File: config.mk
export PLATFORM = sky130hd
export DESIGN_NAME = lane_ovr_seq
export DESIGN_NICKNAME = d
export VERILOG_FILES = /design/src/rtl/lane_ovr_pkg.sv /design/src/rtl/lane_ovr_addr.sv /design/src/rtl/lane_ovr_timer.sv /design/src/rtl/lane_ovr_seq.sv
export SDC_FILE = /design/constraint.sdc
export NUM_CORES = 1
export LEC_CHECK = 0
export ABC_AREA = 1
export BUFFER_PORTS_ARGS = -buffer_cell sky130_fd_sc_hd__buf_2
export CAP_MARGIN = 20
export CORE_UTILIZATION = 25
export CTS_BUF_LIST = sky130_fd_sc_hd__clkbuf_8
export CTS_CLUSTER_SIZE = 8
export DETAILED_ROUTE_END_ITERATION = 10
export PLACE_DENSITY_LB_ADDON = 0.15
export REMOVE_ABC_BUFFERS = 1
export SKIP_CTS_REPAIR_TIMING = 1
export SLEW_MARGIN = 25
export SYNTH_ARGS = -nofsm -noshare
export SYNTH_HDL_FRONTEND = slang
export SYNTH_HIERARCHICAL = 1
export SYNTH_SLANG_ARGS = --single-unit
File: constraint.sdc
create_clock -name clk -period 1.6 [get_ports clk]
set_input_delay 0.16 -clock clk [delete_from_list [all_inputs] [get_ports clk]]
set_output_delay 0.16 -clock clk [all_outputs]
set_load 0.02 [all_outputs]
File: src/rtl/lane_ovr_pkg.sv
package lane_ovr_pkg;
    typedef enum logic [3:0] {
        ST_IDLE, ST_POLL, ST_RX_RD, ST_RX_W0, ST_RX_W1, ST_RX_W2, ST_RX_W3,
        ST_RX_W4, ST_SETTLE, ST_TX_RD, ST_TX_W0, ST_TX_W1, ST_TX_W2, ST_DONE
    } seq_state_e;

    typedef enum logic [1:0] {
        RG_TX_STS, RG_RX_STS, RG_TX_OVR, RG_RX_OVR
    } reg_sel_e;

    localparam int HALF_BIT    = 0;
    localparam int MODE_LSB    = 8;
    localparam int ATT_LSB     = 10;
    localparam int DPLL_RST    = 11;
    localparam int RX_OVR_BIT  = 14;
    localparam int TX_OVR_BIT  = 15;
endpackage

File: src/rtl/lane_ovr_addr.sv
module lane_ovr_addr
    import lane_ovr_pkg::*;
#(
    parameter int ADDR_W = 16,
    parameter int LANE_W = 2
) (
    input  reg_sel_e            sel_i,
    input  logic [LANE_W-1:0]   lane_i,
    output logic [ADDR_W-1:0]   addr_o
);
    localparam logic [ADDR_W-1:0] STRIDE = ADDR_W'(32'h100);
    logic [ADDR_W-1:0] base;

    always_comb begin
        case (sel_i)
            RG_TX_STS: base = ADDR_W'(32'h2001);
            RG_RX_STS: base = ADDR_W'(32'h2002);
            RG_TX_OVR: base = ADDR_W'(32'h2004);
            default:   base = ADDR_W'(32'h2005);
        endcase
        addr_o = base + ADDR_W'(lane_i) * STRIDE;
    end
endmodule

File: src/rtl/lane_ovr_timer.sv
module lane_ovr_timer #(
    parameter int CNT_W = 8
) (
    input  logic             clk,
    input  logic             rst_n,
    input  logic             load_i,
    input  logic [CNT_W-1:0] load_val_i,
    output logic             running_o
);
    logic [CNT_W-1:0] cnt_d, cnt_q;

    always_comb begin
        cnt_d = cnt_q;
        if (load_i)
            cnt_d = load_val_i;
        else if (cnt_q != '0)
            cnt_d = cnt_q - 1'b1;
    end

    always_ff @(posedge clk or negedge rst_n) begin
        if (!rst_n) cnt_q <= '0;
        else        cnt_q <= cnt_d;
    end

    assign running_o = (cnt_q != '0);
endmodule

File: src/rtl/lane_ovr_seq.sv
module lane_ovr_seq
    import lane_ovr_pkg::*;
#(
    parameter int ADDR_W     = 16,
    parameter int DATA_W     = 16,
    parameter int POLL_LIMIT = 1000,
    parameter int SETTLE_CYC = 1500000
) (
    input  logic              clk,
    input  logic              rst_n,
    input  logic              start_i,
    input  logic              clr_i,
    input  logic              cfg_valid_i,
    input  logic [1:0]        lane_i,
    input  logic [2:0]        mode_i,
    input  logic [3:0]        atten_i,
    output logic              req_valid_o,
    output logic              req_write_o,
    output logic [ADDR_W-1:0] req_addr_o,
    output logic [DATA_W-1:0] req_wdata_o,
    input  logic              req_done_i,
    input  logic [DATA_W-1:0] req_rdata_i,
    output logic              busy_o,
    output logic              done_o,
    output logic              timeout_o
);
    localparam int PC_W = $clog2(POLL_LIMIT + 1);
    localparam int ST_W = $clog2(SETTLE_CYC + 1);

    typedef struct packed {
        seq_state_e        st;
        logic [1:0]        lane;
        logic [2:0]        mode;
        logic [3:0]        atten;
        logic              clr_only;
        logic [DATA_W-1:0] tmp;
        logic [PC_W-1:0]   poll;
        logic              tout;
    } ctx_t;

    ctx_t     ctx_d, ctx_q;
    logic     settle_load, settle_run;
    reg_sel_e sel;
    logic     vld, wr;
    logic [DATA_W-1:0] wd;

    always_comb begin
        ctx_d       = ctx_q;
        settle_load = 1'b0;
        vld         = 1'b0;
        wr          = 1'b0;
        sel         = RG_RX_STS;
        wd          = ctx_q.tmp;
        case (ctx_q.st)
            ST_IDLE: begin
                if (start_i || clr_i) begin
                    ctx_d.lane     = lane_i;
                    ctx_d.mode     = mode_i;
                    ctx_d.atten    = atten_i;
                    ctx_d.clr_only = !start_i;
                    ctx_d.poll     = '0;
                    ctx_d.tout     = 1'b0;
                    if (!cfg_valid_i) ctx_d.st = ST_DONE;
                    else if (start_i) ctx_d.st = ST_POLL;
                    else              ctx_d.st = ST_RX_RD;
                end
            end
            ST_POLL: begin
                vld = 1'b1;
                if (req_done_i) begin
                    ctx_d.poll = ctx_q.poll + 1'b1;
                    if (!req_rdata_i[HALF_BIT]) begin
                        ctx_d.st = ST_RX_RD;
                    end else if (ctx_q.poll == PC_W'(POLL_LIMIT - 1)) begin
                        ctx_d.tout = 1'b1;
                        ctx_d.st   = ST_RX_RD;
                    end
                end
            end
            ST_RX_RD: begin
                vld = 1'b1;
                if (req_done_i) begin
                    ctx_d.tmp = req_rdata_i;
                    ctx_d.st  = ST_RX_W0;
                end
            end
            ST_RX_W0, ST_RX_W1, ST_RX_W2, ST_RX_W3, ST_RX_W4: begin
                vld = 1'b1;
                wr  = 1'b1;
                sel = RG_RX_OVR;
                case (ctx_q.st)
                    ST_RX_W0: wd[RX_OVR_BIT] = 1'b0;
                    ST_RX_W1: wd[RX_OVR_BIT] = 1'b1;
                    ST_RX_W2: wd[MODE_LSB +: 3] = ctx_q.mode;
                    ST_RX_W3: wd[DPLL_RST] = 1'b1;
                    default:  wd[DPLL_RST] = 1'b0;
                endcase
                if (req_done_i) begin
                    ctx_d.tmp = wd;
                    case (ctx_q.st)
                        ST_RX_W0: ctx_d.st = ctx_q.clr_only ? ST_DONE : ST_RX_W1;
                        ST_RX_W1: ctx_d.st = ST_RX_W2;
                        ST_RX_W2: ctx_d.st = ST_RX_W3;
                        ST_RX_W3: ctx_d.st = ST_RX_W4;
                        default: begin
                            ctx_d.st    = ST_SETTLE;
                            settle_load = 1'b1;
                        end
                    endcase
                end
            end
            ST_SETTLE: begin
                if (!settle_run)
                    ctx_d.st = ctx_q.atten[3] ? ST_DONE : ST_TX_RD;
            end
            ST_TX_RD: begin
                vld = 1'b1;
                sel = RG_TX_STS;
                if (req_done_i) begin
                    ctx_d.tmp = req_rdata_i;
                    ctx_d.st  = ST_TX_W0;
                end
            end
            ST_TX_W0, ST_TX_W1, ST_TX_W2: begin
                vld = 1'b1;
                wr  = 1'b1;
                sel = RG_TX_OVR;
                case (ctx_q.st)
                    ST_TX_W0: wd[TX_OVR_BIT] = 1'b0;
                    ST_TX_W1: wd[TX_OVR_BIT] = 1'b1;
                    default:  wd = ctx_q.tmp | (DATA_W'(ctx_q.atten[2:0]) << ATT_LSB);
                endcase
                if (req_done_i) begin
                    ctx_d.tmp = wd;
                    case (ctx_q.st)
                        ST_TX_W0: ctx_d.st = ST_TX_W1;
                        ST_TX_W1: ctx_d.st = ST_TX_W2;
                        default:  ctx_d.st = ST_DONE;
                    endcase
                end
            end
            ST_DONE: ctx_d.st = ST_IDLE;
            default: ctx_d.st = ST_IDLE;
        endcase
    end

    always_ff @(posedge clk or negedge rst_n) begin
        if (!rst_n) begin
            ctx_q          <= '0;
            ctx_q.st       <= ST_IDLE;
        end else begin
            ctx_q <= ctx_d;
        end
    end

    lane_ovr_timer #(.CNT_W(ST_W)) settle_i (
        .clk        (clk),
        .rst_n      (rst_n),
        .load_i     (settle_load),
        .load_val_i (ST_W'(SETTLE_CYC)),
        .running_o  (settle_run)
    );

    lane_ovr_addr #(.ADDR_W(ADDR_W), .LANE_W(2)) addr_i (
        .sel_i  (sel),
        .lane_i (ctx_q.lane),
        .addr_o (req_addr_o)
    );

    assign req_valid_o = vld;
    assign req_write_o = wr;
    assign req_wdata_o = wd;
    assign busy_o      = (ctx_q.st != ST_IDLE);
    assign done_o      = (ctx_q.st == ST_DONE);
    assign timeout_o   = ctx_q.tout;

    // request fields held until the engine completes it
    a_r10_req_hold: assert property (@(posedge clk) disable iff (!rst_n)
        (req_valid_o && !req_done_i) |=> (req_valid_o && $stable(req_addr_o)
            && $stable(req_write_o) && $stable(req_wdata_o)));

    // completion is a single-cycle pulse followed by idle
    a_r11_done_pulse: assert property (@(posedge clk) disable iff (!rst_n)
        done_o |=> (!done_o && !busy_o));

    // the settle counter keeps the request port quiet
    a_r5_settle_quiet: assert property (@(posedge clk) disable iff (!rst_n)
        settle_run |-> (!req_valid_o && !done_o));

    // only the four lane register codes are ever addressed
    a_r2_addr_map: assert property (@(posedge clk) disable iff (!rst_n)
        req_valid_o |-> (req_addr_o[7:3] == 5'd0 && (req_addr_o[2:0] == 3'd1 ||
            req_addr_o[2:0] == 3'd2 || req_addr_o[2:0] == 3'd4 || req_addr_o[2:0] == 3'd5)));
endmodule

# --- Yosys cells after proc, flatten, opt, wreduce, memory -nomap -nowiden ---
# Index checks and enable logic that the tools add are counted.
# W data, S select, Z words.
totals:
  reg_bits: 62
  in_bits: 31
  wordCells: 110
  out_inout_bits: 37
op_classes:
  bitwise: 2
  n_eq_ne: 27
  reduce_logical: 24
  n_mux: 44
  n_addsub: 3
op_table:
  columns: ["op", "count"]
  rows:
  - ["$pmux W16 S3", 1]
  - ["$mux W21", 2]
  - ["$mux W4", 10]
  - ["$mux W16", 2]
  - ["$mux W15", 2]
  - ["$pmux W4 S7", 1]
  - ["$eq A4 B4 Y1 const B", 6]
  - ["$mux W11", 2]
  - ["$pmux W11 S2", 1]
  - ["$reduce_bool A21 Y1", 1]
  - ["$sub A21 B1 Y21 const B", 1]
  - ["$ne A2 B2 Y1 const B", 9]
  - ["$eq A4 B3 Y1 const B", 4]
  - ["$or A16 B13 Y16", 1]
  - ["$pmux W4 S4", 1]
  - ["$add A14 B10 Y15", 1]
  - ["$mux W14", 1]
  - ["$reduce_or A11 Y1", 1]
  - ["$add A10 B1 Y10 const B", 1]
  - ["$eq A10 B10 Y1 const B", 1]
  - ["$pmux W3 S3", 1]
  - ["$eq A4 B2 Y1 const B", 2]
  - ["$mux W1", 8]
  - ["$mux W8", 1]
  - ["other kinds (29)", 39]

# --- Logic depth before layout (Yosys ltp) ---
# Gate-level depths: netlist (run 1).
depth:
  depth_word: 6
  mapped_depth: 11
  mapped_depth_nobuf: 11

# --- Cells and area by module ---
# Netlist (run 1), hierarchy kept.
modules_own_cells:
  columns: ["module", "instances", "cells_per_inst", "area_per_inst_um2", "seq_area_each_um2"]
  rows:
  - ["lane_ovr_seq", 1, 367, 2602.5, 1026.0]
  - ["lane_ovr_timer", 1, 218, 1453.9, 525.5]
  - ["lane_ovr_addr", 1, 23, 161.4, 0.0]

# --- Worst setup path after synthesis (run 1) ---
# OpenSTA, ideal clock, no wires.
synth_timing:
  path_kind: "register to register"
  startpoint: "reg ctx_q[40] in the netlist's numbering"
  endpoint: "reg settle_i.cnt_q[13]"
  required_time_ps: 1484
  synth_period_minus_slack_ps: 1669
  setup_ps: 116
  n_path_buf: 2
  arrival_ps: 1553
  stages_incl_launch_ff: 11
  setup_slack_ps: -69
  path_cell_list: "dfrtp_1 buf_6 inv_2 nand2_1 nor3_1 inv_1 nand2_2 inv_2 buf_6 nand2_1 nand2_1"
synth_between:
  elab_chain_cells: 6
  elab_cells_between_ends: 12
  classes_between: "5 x eq/ne; 4 x mux; 3 x reduce/logical"
synth_rtl:
  columns: ["element", "line", "rtl"]
  rows:
  - ["start, declared", "lane_ovr_seq.sv:41", "ctx_t ctx_d, ctx_q;"]
  - ["start signal, assigned", "lane_ovr_seq.sv:152", "ctx_q <= ctx_d;"]
  - ["$eq A4 B2 Y1 / $eq A4 B3 Y1 (equally long branches)", "lane_ovr_seq.sv:54, lane_ovr_seq.sv:100", null]
  - ["$reduce_or A4 Y1 (no line)", null, null]
  - ["$mux W1", "lane_ovr_seq.sv:100", "case (ctx_q.st)"]
  - ["$mux W1", "lane_ovr_seq.sv:98", "if (req_done_i) begin"]
  - ["$mux W1 (*)", "lane_ovr_seq.sv:54", "case (ctx_q.st)"]
  - ["via settle_load", "lane_ovr_seq.sv:42", "logic settle_load, settle_run;"]
  - ["$mux W21 / $reduce_bool A2 Y1 (equally long branches)", null, null]
  - ["end signal, assigned", "lane_ovr_timer.sv:22", "else cnt_q <= cnt_d;"]
  - ["end, declared", "lane_ovr_timer.sv:10", "logic [CNT_W-1:0] cnt_d, cnt_q;"]
# Mark *: on every way through the listed nets, which the timed path passes. The rest lies on a longest branch.
# A chain may end at the register's enable or synchronous reset.

# --- Worst setup path after layout (run 1) ---
layout_timing:
  startpoint: "reg ctx_q[37] in the netlist's numbering"
  endpoint: "out req_addr_o[2]"
layout_between:
  elab_chain_cells: 6
  elab_cells_between_ends: 17
  classes_between: "1 x add/sub; 11 x eq/ne; 2 x mux; 3 x reduce/logical"
layout_rtl:
  columns: ["element", "line", "rtl"]
  rows:
  - ["$eq A4 B2 Y1, or another cell as far along", "lane_ovr_seq.sv:54", null]
  - ["$reduce_or A5 Y1 / $reduce_or A3 Y1 (equally long branches)", "lane_ovr_seq.sv:54", null]
  - ["$pmux W2 S3 (*)", "lane_ovr_seq.sv:54", null]
  - ["via sel[1]", "lane_ovr_seq.sv:43", "reg_sel_e sel;"]
  - ["$eq A2 B2 Y1, or another cell as far along", "lane_ovr_addr.sv:15", "case (sel_i)"]
  - ["$pmux W3 S3 (*)", "lane_ovr_addr.sv:15", null]
  - ["$add A14 B10 Y15 (*)", "lane_ovr_addr.sv:21", "addr_o = base + ADDR_W'(lane_i) * STRIDE;"]
  - ["end, declared", "lane_ovr_seq.sv:19", "output logic [ADDR_W-1:0] req_addr_o,"]
# Marked as above.

==> results of run 1 <==
## cells in the final DEF, fill, tap and decap left out, types with 10 or more instances in the layout
| cell | Yosys | final |
|---|---|---|
| sky130_fd_sc_hd__conb_1 | 4 | 32 |
| sky130_fd_sc_hd__o21ai_1 | 14 | 20 |
| sky130_fd_sc_hd__nand2_1 | 245 | 221 |
| sky130_fd_sc_hd__nand4_1 | 11 | 11 |
| sky130_fd_sc_hd__inv_1 | 46 | 35 |
| sky130_fd_sc_hd__clkbuf_8 | 0 | 13 |
| sky130_fd_sc_hd__nor2_4 | 7 | 18 |
| sky130_fd_sc_hd__nor2_1 | 61 | 48 |
| sky130_fd_sc_hd__buf_6 | 4 | 35 |
| sky130_fd_sc_hd__buf_4 | 22 | 84 |
| sky130_fd_sc_hd__nand2_2 | 6 | 23 |
| sky130_fd_sc_hd__o21ai_0 | 23 | 13 |
| sky130_fd_sc_hd__dfrtp_1 | 62 | 58 |
| sky130_fd_sc_hd__buf_2 | 3 | 42 |
| sky130_fd_sc_hd__inv_2 | 5 | 10 |
| sky130_fd_sc_hd__nand2_4 | 6 | 12 |
| sky130_fd_sc_hd__nand3_1 | 39 | 33 |
## flip-flops by register name (all words and copies together), names as in the netlist
signal and flops:
ctx_q 40, settle_i/cnt_q 21, timeout_o 1
## cell families (layout without fill, tap and decap cells)
kind of cell	count (synthesis)	in the layout
flops	62	62
other cells	4	32
buf+inv	85	238
xor+xnor	6	6
simple gates	396	399
fa+ha+maj	6	6
compound gates	49	49
## per-stage QoR
| step | area (um^2) | hold slack [ns] | utilization [%] |
|---|---|---|---|
| 2_1_floorplan | 4060 | -0.1356 | - |
| 3_3_place_gp | 5229 | 0.2088 | 31.64 |
| 3_5_place_dp | 5229 | 0.2140 | 31.64 |
| 4_1_cts | 5448 | -0.1926 | 32.97 |
| 5_1_grt | 6330 | 0.005280 | 38.31 |
| 6_report | 6330 | 0.004192 | 38.31 |
## synth_stat cells, types with 2 or more instances
| cell type | number |
|---|---|
| sky130_fd_sc_hd__a21oi_1 | 3 |
| sky130_fd_sc_hd__buf_2 | 3 |
| sky130_fd_sc_hd__buf_4 | 22 |
| sky130_fd_sc_hd__buf_6 | 4 |
| sky130_fd_sc_hd__buf_8 | 2 |
| sky130_fd_sc_hd__clkbuf_1 | 2 |
| sky130_fd_sc_hd__conb_1 | 4 |
| sky130_fd_sc_hd__dfrtp_1 | 62 |
| sky130_fd_sc_hd__ha_1 | 6 |
| sky130_fd_sc_hd__inv_1 | 46 |
| sky130_fd_sc_hd__inv_2 | 5 |
| sky130_fd_sc_hd__nand2_1 | 245 |
| sky130_fd_sc_hd__nand2_2 | 6 |
| sky130_fd_sc_hd__nand2_4 | 6 |
| sky130_fd_sc_hd__nand3_1 | 39 |
| sky130_fd_sc_hd__nand3_4 | 2 |
| sky130_fd_sc_hd__nand3b_1 | 5 |
| sky130_fd_sc_hd__nand4_1 | 11 |
| sky130_fd_sc_hd__nor2_1 | 61 |
| sky130_fd_sc_hd__nor2_2 | 6 |
| sky130_fd_sc_hd__nor2_4 | 7 |
| sky130_fd_sc_hd__nor2_8 | 2 |
| sky130_fd_sc_hd__nor3_1 | 3 |
| sky130_fd_sc_hd__o21ai_0 | 23 |
| sky130_fd_sc_hd__o21ai_1 | 14 |
| sky130_fd_sc_hd__o21ai_2 | 2 |
| sky130_fd_sc_hd__o21bai_1 | 3 |
| sky130_fd_sc_hd__xnor2_1 | 2 |
| sky130_fd_sc_hd__xor2_1 | 4 |
## critical path, cell delays in order (launching register included)
cell and delay [ns]:
sky130_fd_sc_hd__dfrtp_2 0.47, sky130_fd_sc_hd__nand2_1 0.25, sky130_fd_sc_hd__a21oi_4 0.10, sky130_fd_sc_hd__nor2_4 0.13, sky130_fd_sc_hd__inv_4 0.07, sky130_fd_sc_hd__ha_4 0.16
sky130_fd_sc_hd__inv_2 0.04, sky130_fd_sc_hd__nand2_2 0.05, sky130_fd_sc_hd__buf_6 0.12
## path summary, 6_finish.rpt
kind                                      endpoint  cells past startpoint  slack, ns  startpoint
worst max register to register           ctx_q[37]                     11      -0.12   ctx_q[37]
worst min-delay path                     ctx_q[34]                      3      0.004   mode_i[2]
min in group asynchronous       settle_i/cnt_q[15]                      3       0.34       rst_n
worst min register to register           ctx_q[35]                      2       0.48   ctx_q[35]
max in group asynchronous                ctx_q[40]                      3       0.94       rst_n
worst max-delay path                 req_addr_o[2]                      8      -0.33   ctx_q[37]
## layout make-up
class	instances	area, um^2	area share, %
clock inverter	3	40.04	0.6325
clock buffer	13	178.9	2.827
sequential	62	1556	24.59
inverter	52	219.0	3.459
tap	220	275.3	4.349
timing repair buffer	170	1375	21.72
multi-input combinational	492	2685	42.42
## report_power, final
group	internal [uW]	leakage, uW	total [uW]	switching (uW)
registers	2150	0.000795	2640	488
logic	3690	0.00235	7900	4220
clock network	885	0.000115	1550	668
## routing by layer
layer | global-route usage (%) | share of wire, %
met5 | 0 | 0
met4 | 6.008 | 1.7
met3 | 2.422 | 2.9
met2 | 21.49 | 48
met1 | 18.35 | 47
==> run summary, run 1 <==
### Global route
• global-route wire length before repair: 18.72 mm
• Global Route Usage Sum: 13.67%
• number of antenna violations at the first check in global routing: 0
• pin count of the biggest net entering global routing: 63
• number of global-route vias before repair: 3,864
• total congestion overflow after global routing: 0

### Floorplanning
• row count: 47
• Initial Utilization: 25.52%
• number of ports placed on the die boundary: 68
• Vert. Die Dim: 131.9 um
• die width: 131.9 um
• Core Region: 16,520 um^2
• Die Footprint: 17,400 um^2

### Layout
• Antenna Cells: 0
• Post-layout nets: 824
• P&R area growth vs syn: 50.07%
• fraction of layout instances using a drive strength above 1: 37.12%
• count of filler cells inserted in the layout: 1,737
• final cell count without fillers: 1,012

### Synth
• Post-Synthesis Mean Instance Area: 6.937 um^2
• XOR/XNOR Fraction of Synth Area: 1.246%
• combinational family with the most area after synthesis: simple AND/OR/NAND/NOR gates
• area share of the leading cell type in the synthesized netlist: 36.78%
• predominant post-synthesis flop cell: sky130_fd_sc_hd__dfrtp_1
• Synth cell types: 37
• post-synthesis share of cell area spent on and, or, nand and nor gates: 42.57%
• share of cell area taken by muxes after synthesis: 0%
• compound-cell area share of the yosys netlist: 6.408%
• register area share after synthesis: 36.78%
• async set-reset flop share out of synthesis: 100.0%
• adder and majority cell fraction of the synthesized area: 1.780%
• EDFF count, synth: 0
• Post-Syn Instances: 608
• area of the mapped netlist: 4218 um^2
• count of state elements after synthesis: 62
• main area contributors after synthesis: sky130_fd_sc_hd__dfrtp_1, sky130_fd_sc_hd__nand2_1, sky130_fd_sc_hd__nor2_1
• yosys synthesis warning count: 6
• cell taking the most area after synthesis: sky130_fd_sc_hd__dfrtp_1

### STA
• count of pins over their slew limit: 0
• Peak Freq: 518.3 MHz
• endpoints failing hold: 0
• clock period minus final worst setup slack: 1.929 ns
• setup repair after global routing missed its margin: true
• Final WS setup: -0.3295 ns
• Post-Route Setup TNS: -5.655 ns
• final-report setup violation count: 52
• worst clock skew on the final layout: 0.01185 ns
• final clock period utilization by the worst path: 120.6%

### Power
• cell leakage power: 0.003260 uW
• overall power of the completed layout: 12,100 uW
• maximum VDD drop: 1030 uV
• areal power density over the cells: 1911 nW/um^2

### Place
• placer's final routability congestion estimate: 0.8432
• Post-Place Cells: 955
• worst setup slack after placement: -0.1115 ns
• buffers added on ports: 56
• post-detailed-placement half-perimeter wirelength: 8.789 mm

### Min path
• class of the worst hold path: in2reg

### Route
• average wire length per cell after detail routing: 12.10 um
• Final ANT Viol Nets: 0
• drt first-iter violations: 166
• Residual DRC: 0
• Detailed Route WL: 12.24 mm
• post-DR vias/cell: 4.257
• first-pass iteration count of the detailed router: 4
• routed via count: 4,308

### Worst setup path
• worst path arrival time: 1.77 ns
• type of destination of the critical path: output port
• critical path class: reg2out
• required time reported for the critical path endpoint: 1.44 ns
• launching element type of the critical path: flop
• peak fanout along the critical path: 5

### Clock tree
• CTS sink count: 62
• number of buffers created by CTS: 9
• clock tree from TritonCTS: yes
• root cell of the clock tree: sky130_fd_sc_hd__clkbuf_8
• H-tree depth reported by CTS: 3
• clock latency reported for the late side of the worst-skew pair: 0.37 ns
• deepest clock path buffer count: 2
• Clk pin slew, worst setup/hold paths: 0.07 ns

### Flow run
• max capacitance violation total: 0

### Outcome
• failing checks: negative setup slack
• status: complete, but fails checks

(Power assumes the default switching activity.)
==> inputs of run 2 (changes only) <==
--- a/config.mk
+++ b/config.mk
@@ -8,10 +8,12 @@
 export ABC_AREA = 1
 export BUFFER_PORTS_ARGS = -buffer_cell sky130_fd_sc_hd__buf_2
 export CAP_MARGIN = 20
-export CORE_UTILIZATION = 25
+export CORE_UTILIZATION = 53
 export CTS_BUF_LIST = sky130_fd_sc_hd__clkbuf_8
 export CTS_CLUSTER_SIZE = 8
 export DETAILED_ROUTE_END_ITERATION = 10
+export GPL_TIMING_DRIVEN = 0
+export HOLD_SLACK_MARGIN = 0.06
 export PLACE_DENSITY_LB_ADDON = 0.15
 export REMOVE_ABC_BUFFERS = 1
 export SKIP_CTS_REPAIR_TIMING = 1
==> run 2 against run 1 <==
Effect of this change: the flow still finishes with violations (negative setup slack); cell count is 15% lower; global-route usage is 11 points higher; total power is 4.1% lower; clock-buffer cell count is 4 lower; wire length is 1.5% higher; first-iteration DRC count is 33% higher; sequential share of layout area is 1.9 points higher; clock power is 13% higher; setup slack worse by 0.073 ns; clock skew is 0.0023 ns higher; worst hold slack better by 0.029 ns; combinational power is 11% lower.
==> run summary, run 2 (synthesis gave the netlist of run 1 again) <==
### Worst setup path
• gate family responsible for the most delay along the worst path: simple AND/OR/NAND/NOR gates
• worst path arrival time: 1.84 ns, +0.07 ns
• path length in cells of the critical path: 10, +2
• cell breakdown of the critical path: nand2_2, inv_2, nand2_4, nand2_8, nor2_4, inv_4, ha_4, inv_2, nand2_2, buf_6
• CP max-delay cell: sky130_fd_sc_hd__dfrtp_2
• peak fanout along the critical path: 5, unchanged
• delay of the slowest cell on the worst path: 0.48 ns, about the same
• required time reported for the critical path endpoint: 1.44 ns, about the same
• buffers plus inverters on the worst setup path: 4, +1
• Register-to-Register Path Depth: 8, -3
• type of destination of the critical path: output port
• critical path class: reg2out
• launching element type of the critical path: flop

### Layout
• area of the multi-input gates: 2718 um^2, +1.2%
• highest-count cells in the layout ignoring fill and taps: sky130_fd_sc_hd__nand2_1, sky130_fd_sc_hd__dfrtp_1, sky130_fd_sc_hd__buf_4, sky130_fd_sc_hd__nor2_1, sky130_fd_sc_hd__buf_2
• commonest non-fill, non-tap cell in the layout: sky130_fd_sc_hd__nand2_1
• P&R area growth vs syn: 39.39%
• count of filler cells inserted in the layout: 552, -68%
• Antenna Cells: 0, unchanged
• final design instance area without fill: 5879 um^2, -7.1%
• combined flip-flop and latch cell area: 1558 um^2, about the same
• final cell count without fillers: 859, -15%
• post-route core utilization: 76.08%, +38 points
• Post-layout nets: 789, -4.2%
• largest reg by FF count: ctx_q
• number of flip-flops in the largest register: 40, unchanged
• fraction of layout instances using a drive strength above 1: 33.42%, -3.7 points

### Floorplanning
• row count: 32, -32%
• Die Footprint: 8319 um^2, -52%
• die width: 91.21 um, -31%
• Core Region: 7727 um^2, -53%
• Vert. Die Dim: 91.21 um, -31%
• Initial Utilization: 54.58%, +29 points
• number of ports placed on the die boundary: 68, unchanged

### Place
• post-detailed-placement half-perimeter wirelength: 6.985 mm, -21%
• Post-Place Cells: 764, -20%
• buffers added on ports: 56, unchanged
• placer's final routability congestion estimate: 0.8742, +3.7%
• Area after DPL: 4514 um^2, -14%

### Power
• cell leakage power: 0.003034 uW, -6.9%
• areal power density over the cells: 1973 nW/um^2, +3.2%
• maximum VDD drop: 1382 uV, +34%

### Route
• post-DR vias/cell: 5.232, +23%
• Detailed Route WL: 12.42 mm, +1.5%
• first-pass iteration count of the detailed router: 6, +2
• average wire length per cell after detail routing: 14.46 um, +20%
• drt first-iter violations: 220, +33%
• Final ANT Viol Nets: 0, unchanged
• routed via count: 4,494, +4.3%
• Residual DRC: 0, unchanged

### Clock tree
• H-tree depth reported by CTS: 3, unchanged
• clock tree from TritonCTS: yes
• Clk pin slew, worst setup/hold paths: 0.08 ns, about the same
• clock latency reported for the late side of the worst-skew pair: 0.37 ns, about the same
• number of buffers created by CTS: 9, unchanged
• root cell of the clock tree: sky130_fd_sc_hd__clkbuf_8
• deepest clock path buffer count: 2, unchanged
• CTS sink count: 62, unchanged

### STA
• clock period minus final worst setup slack: 2.002 ns, +0.07258 ns
• worst clock skew on the final layout: 0.01420 ns, +0.002343 ns
• Post-Route Setup TNS: -10.94 ns, -5.281 ns
• endpoints failing hold: 0, unchanged
• setup repair after global routing missed its margin: true
• final-report setup violation count: 71, +37%
• Worst Hold Slack: 0.03332 ns, +0.02913 ns
• final clock period utilization by the worst path: 125.1%, +4.5 points
• Final WS setup: -0.4020 ns, -0.07258 ns
• count of pins over their slew limit: 0, unchanged
• Peak Freq: 499.5 MHz, -3.6%

### Global route
• global-route wire length before repair: 16.48 mm, -12%
• total congestion overflow after global routing: 0, unchanged
• pin count of the biggest net entering global routing: 36, -43%
• number of antenna violations at the first check in global routing: 0, unchanged
• Global Route Usage Sum: 24.72%, +11 points
• number of global-route vias before repair: 3,643, -5.7%

### Min path
• class of the worst hold path: in2reg
• count of cells along the worst hold path: 3, unchanged

### Outcome
• status: complete, but fails checks
• failing checks: negative setup slack

### Flow run
• max capacitance violation total: 0, unchanged

-- run 2: path summary, 6_finish.rpt --
kind                                 from                  to  slack (ns)
min in group asynchronous           rst_n  settle_i/cnt_q[18]        0.26
min reg2reg                     ctx_q[36]           ctx_q[36]        0.48
max                             ctx_q[39]       req_addr_o[2]       -0.40
max reg2reg                     ctx_q[40]           timeout_o       -0.29
max in group asynchronous           rst_n            ctx_q[1]        0.80
min                        req_rdata_i[3]           ctx_q[14]        0.03
-- run 2: final cells by class --
cell class	instances	area share, %
clock inverters	7	2.086
repair buffers	130	16.85
flip-flops and latches	62	26.49
inverters	52	3.682
multi-input cells	494	46.22
clock buffers	9	2.107
repair inverters	3	0.3831
well taps	102	2.171
-- run 2: tightest hold or removal path, delay by kind of cell --
| kind | cells | cell delay, ns |
|---|---|---|
| AOI/OAI and AO/OA | 1 | 0.06 |
| and+or+nand+nor | 1 | 0.05 |
| buffers and inverters | 1 | 0.10 |
-- run 2: layer usage --
layer | vias to the layer above | part of all wire (%) | wire [um] | GRT usage [%]
li1 | 2154 | - | - | -
met1 | 2103 | 41 | 5087 | 33.57
met2 | 187 | 50 | 6208 | 40.34
met3 | 50 | 5.5 | 687 | 4.606
met4 | 0 | 3.5 | 437 | 7.011
met5 | - | 0 | 0 | 0
-- run 2: stage by stage --
stage / setup WS [ns] / total power [uW]
after floorplan: -1.200 / 6028
after global placement: -2.548 / 7042
after detailed placement: -0.7302 / 7170
after CTS: -0.7724 / 8928
after global routing: -0.4452 / 12370
final: -0.4020 / 11600
-- run 2: report_power, final --
| group | total, uW | leakage, uW | switching, uW | internal [uW] |
|---|---|---|---|---|
| registers | 2780 | 0.000793 | 630 | 2150 |
| logic | 7070 | 0.00213 | 4170 | 2900 |
| clock network | 1750 | 0.000116 | 708 | 1040 |
==> inputs of run 3 (changes only) <==
--- a/config.mk
+++ b/config.mk
@@ -6,9 +6,9 @@
 export NUM_CORES = 1
 export LEC_CHECK = 0
 export ABC_AREA = 1
-export BUFFER_PORTS_ARGS = -buffer_cell sky130_fd_sc_hd__buf_2
+export BUFFER_PORTS_ARGS = -buffer_cell sky130_fd_sc_hd__buf_4
 export CAP_MARGIN = 20
-export CORE_UTILIZATION = 53
+export CORE_UTILIZATION = 45
 export CTS_BUF_LIST = sky130_fd_sc_hd__clkbuf_8
 export CTS_CLUSTER_SIZE = 8
 export DETAILED_ROUTE_END_ITERATION = 10
==> run 3 against run 2 <==
Effect of this change: the flow still finishes with violations (negative setup slack); clock power decreased by 26%; design area is 0.96% higher; clock skew fell by 0.0044 ns; highest routed layer unchanged; total power down 2.3%; flip-flop and latch count is the same; setup slack got worse by 0.073 ns; sequential power about the same; core utilization is 9.3 points lower; largest power group unchanged; via count shrank 1.9%; clock-buffer cell count rose by 2.
==> run summary, run 3 (synthesis gave the netlist of run 1 again) <==
### Min path
• count of cells along the worst hold path: 3, unchanged
• class of the worst hold path: in2reg
• hold path startpoint: req_rdata_i[13]
• Hold Crit Endpoint: ctx_q[24]

### Layout
• highest-count cells in the layout ignoring fill and taps: sky130_fd_sc_hd__nand2_1, sky130_fd_sc_hd__buf_4, sky130_fd_sc_hd__dfrtp_1, sky130_fd_sc_hd__nor2_1, sky130_fd_sc_hd__inv_1
• area of the multi-input gates: 2674 um^2, -1.6%
• combined flip-flop and latch cell area: 1556 um^2, about the same
• Antenna Cells: 0, unchanged
• P&R area growth vs syn: 40.73%
• largest reg by FF count: ctx_q
• number of flip-flops in the largest register: 40, unchanged
• count of filler cells inserted in the layout: 716, +30%
• fraction of layout instances using a drive strength above 1: 32.06%, -1.4 points
• commonest non-fill, non-tap cell in the layout: sky130_fd_sc_hd__nand2_1
• final design instance area without fill: 5936 um^2, +0.96%
• final cell count without fillers: 866, +0.81%
• Post-layout nets: 790, +0.13%

### STA
• headroom to the max-slew limit: 45.58%
• count of pins over their slew limit: 0, unchanged
• Post-Route Setup TNS: -15.17 ns, -4.236 ns
• final-report setup violation count: 75, +5.6%
• clock period minus final worst setup slack: 2.075 ns, +0.07329 ns
• final clock period utilization by the worst path: 129.7%, +4.6 points
• Peak Freq: 481.8 MHz, -3.5%
• Least-Margin Pin Slew: 0.8163 ns
• worst clock skew on the final layout: 0.009798 ns, -0.004398 ns
• Worst Hold Slack: 0.06066 ns, +0.02734 ns
• endpoints failing hold: 0, unchanged
• setup repair after global routing missed its margin: true
• Final WS setup: -0.4753 ns, -0.07329 ns

### Power
• power share of the sequential group: 24.3%, +0.3 points
• part of the total power dissipated in the clock network: 11.5%, -3.6 points
• areal power density over the cells: 1908 nW/um^2, -3.3%
• fraction of power spent switching nets: 47.68%, +0.18 points
• switching power: 5401 uW, -2.0%
• maximum VDD drop: 1078 uV, -22%
• Comb pwr share: 64.2%, +3.2 points
• cell leakage power: 0.003055 uW, +0.69%
• cell internal pwr: 5927 uW, -2.7%

### Place
• post-detailed-placement half-perimeter wirelength: 6.964 mm, -0.30%
• Area after DPL: 4636 um^2, +2.7%
• placer's final routability congestion estimate: 0.8896, +1.8%
• buffers added on ports: 56, unchanged
• Post-Place Cells: 769, +0.65%

### Worst setup path
• cell breakdown of the critical path: buf_4, nand3_4, nand2_8, nor2_2, inv_1, ha_4, inv_1, nand2_2, buf_6
• launching element type of the critical path: flop
• required time reported for the critical path endpoint: 1.44 ns, about the same
• type of destination of the critical path: output port
• delay of the slowest cell on the worst path: 0.48 ns, about the same
• worst reg2reg path startpoint: ctx_q[38]
• critical path class: reg2out
• R2R Path End: ctx_q[37]
• setup slack on the worst flop-to-flop path: -0.29 ns, about the same
• buffers plus inverters on the worst setup path: 4, unchanged
• cell repeated most along the worst path: sky130_fd_sc_hd__inv_1
• peak fanout along the critical path: 6, +1
• worst path arrival time: 1.92 ns, +0.08 ns
• CP max-delay cell: sky130_fd_sc_hd__dfrtp_2
• gate family responsible for the most delay along the worst path: flip-flops
• Register-to-Register Path Depth: 12, +4

### Clock tree
• Clk pin slew, worst setup/hold paths: 0.07 ns, about the same
• deepest clock path buffer count: 2, unchanged
• CTS sink count: 62, unchanged
• clock tree from TritonCTS: yes
• number of buffers created by CTS: 9, unchanged
• H-tree depth reported by CTS: 3, unchanged
• clock latency reported for the late side of the worst-skew pair: 0.35 ns, -0.02 ns
• root cell of the clock tree: sky130_fd_sc_hd__clkbuf_8

### Route
• drt first-iter violations: 287, +30%
• post-DR vias/cell: 5.091, -2.7%
• Final ANT Viol Nets: 0, unchanged
• Residual DRC: 0, unchanged
• Detailed Route WL: 12.09 mm, -2.7%
• first-pass iteration count of the detailed router: 6, unchanged
• average wire length per cell after detail routing: 13.96 um, -3.4%
• routed via count: 4,409, -1.9%

### Global route
• number of global-route vias before repair: 3,646, +0.082%
• pin count of the biggest net entering global routing: 63, +75%
• global-route wire length before repair: 16.54 mm, +0.38%
• number of antenna violations at the first check in global routing: 0, unchanged
• Global Route Usage Sum: 21.09%, -3.6 points
• total congestion overflow after global routing: 0, unchanged

### Floorplanning
• Vert. Die Dim: 98.82 um, +8.3%
• die width: 98.82 um, +8.3%
• Initial Utilization: 47.44%, -7.1 points
• Core Region: 8891 um^2, +15%
• row count: 34, +6.3%
• Die Footprint: 9764 um^2, +17%
• number of ports placed on the die boundary: 68, unchanged

### Outcome
• failing checks: negative setup slack
• status: complete, but fails checks

### Flow run
• max capacitance violation total: 0, unchanged

==> run 3: layout make-up <==
type | count | area share [%]
Multi-Input combinational cell | 494 | 45.05
Sequential cell | 62 | 26.22
Timing Repair Buffer | 132 | 19.46
Inverter | 52 | 3.626
Clock buffer | 11 | 2.551
Tap cell | 108 | 2.277
Clock inverter | 5 | 0.5691
Timing Repair inverter | 2 | 0.2530
==> run 3: per-stage QoR <==
stage	utilization [%]	setup WS, ns	power (uW)
2_1_floorplan	-	-1.200	6028
3_3_place_gp	51.91	-2.565	7309
3_5_place_dp	52.14	-0.7050	7399
4_1_cts	54.22	-0.7912	8734
5_1_grt	66.76	-0.5306	12130
6_report	66.76	-0.4753	11330
==> run 3: worst max-delay path by stage <==
| stage | startpoint | endpoint | slack (ns) | depth (start not counted) |
|---|---|---|---|---|
| after floorplan | ctx_q[38] | settle_i/cnt_q[13] | -1.20 | 7 |
| after global placement | ctx_q[38] | settle_i/cnt_q[13] | -2.57 | 7 |
| after detailed placement | ctx_q[38] | settle_i/cnt_q[13] | -0.70 | 9 |
| after CTS | ctx_q[38] | req_addr_o[0] | -0.79 | 6 |
| after global routing | ctx_q[38] | req_addr_o[2] | -0.53 | 9 |
| final | ctx_q[38] | req_addr_o[2] | -0.48 | 9 |
==> run 3: worst register-to-register path, stage by stage, from the launching register on <==
cell	delay, ns
sky130_fd_sc_hd__dfrtp_2	0.48
sky130_fd_sc_hd__buf_4	0.18
sky130_fd_sc_hd__nand3_4	0.13
sky130_fd_sc_hd__nand2_8	0.09
sky130_fd_sc_hd__nor2_4	0.18
sky130_fd_sc_hd__buf_4	0.14
sky130_fd_sc_hd__buf_6	0.09
sky130_fd_sc_hd__buf_4	0.11
sky130_fd_sc_hd__nand2_4	0.07
sky130_fd_sc_hd__nand2_4	0.10
sky130_fd_sc_hd__nand2_4	0.07
sky130_fd_sc_hd__nand2_1	0.08
sky130_fd_sc_hd__nand2_1	0.06
==> run 3: metal layers <==
metal	GRT usage (%)	share of wire (%)
met1	28.55	44
met2	34.21	48
met3	2.624	4.7
met4	8.726	2.5
met5	0	0
==> run 3: power groups by stage <==
stage / registers [uW] / logic (uW) / clock network [uW]
floorplan: 2690 / 3330 / 0
global placement: 2740 / 4570 / 0
detailed placement: 2750 / 4650 / 0
CTS: 2720 / 4680 / 1330
global route: 2820 / 7900 / 1410
finish: 2760 / 7270 / 1300
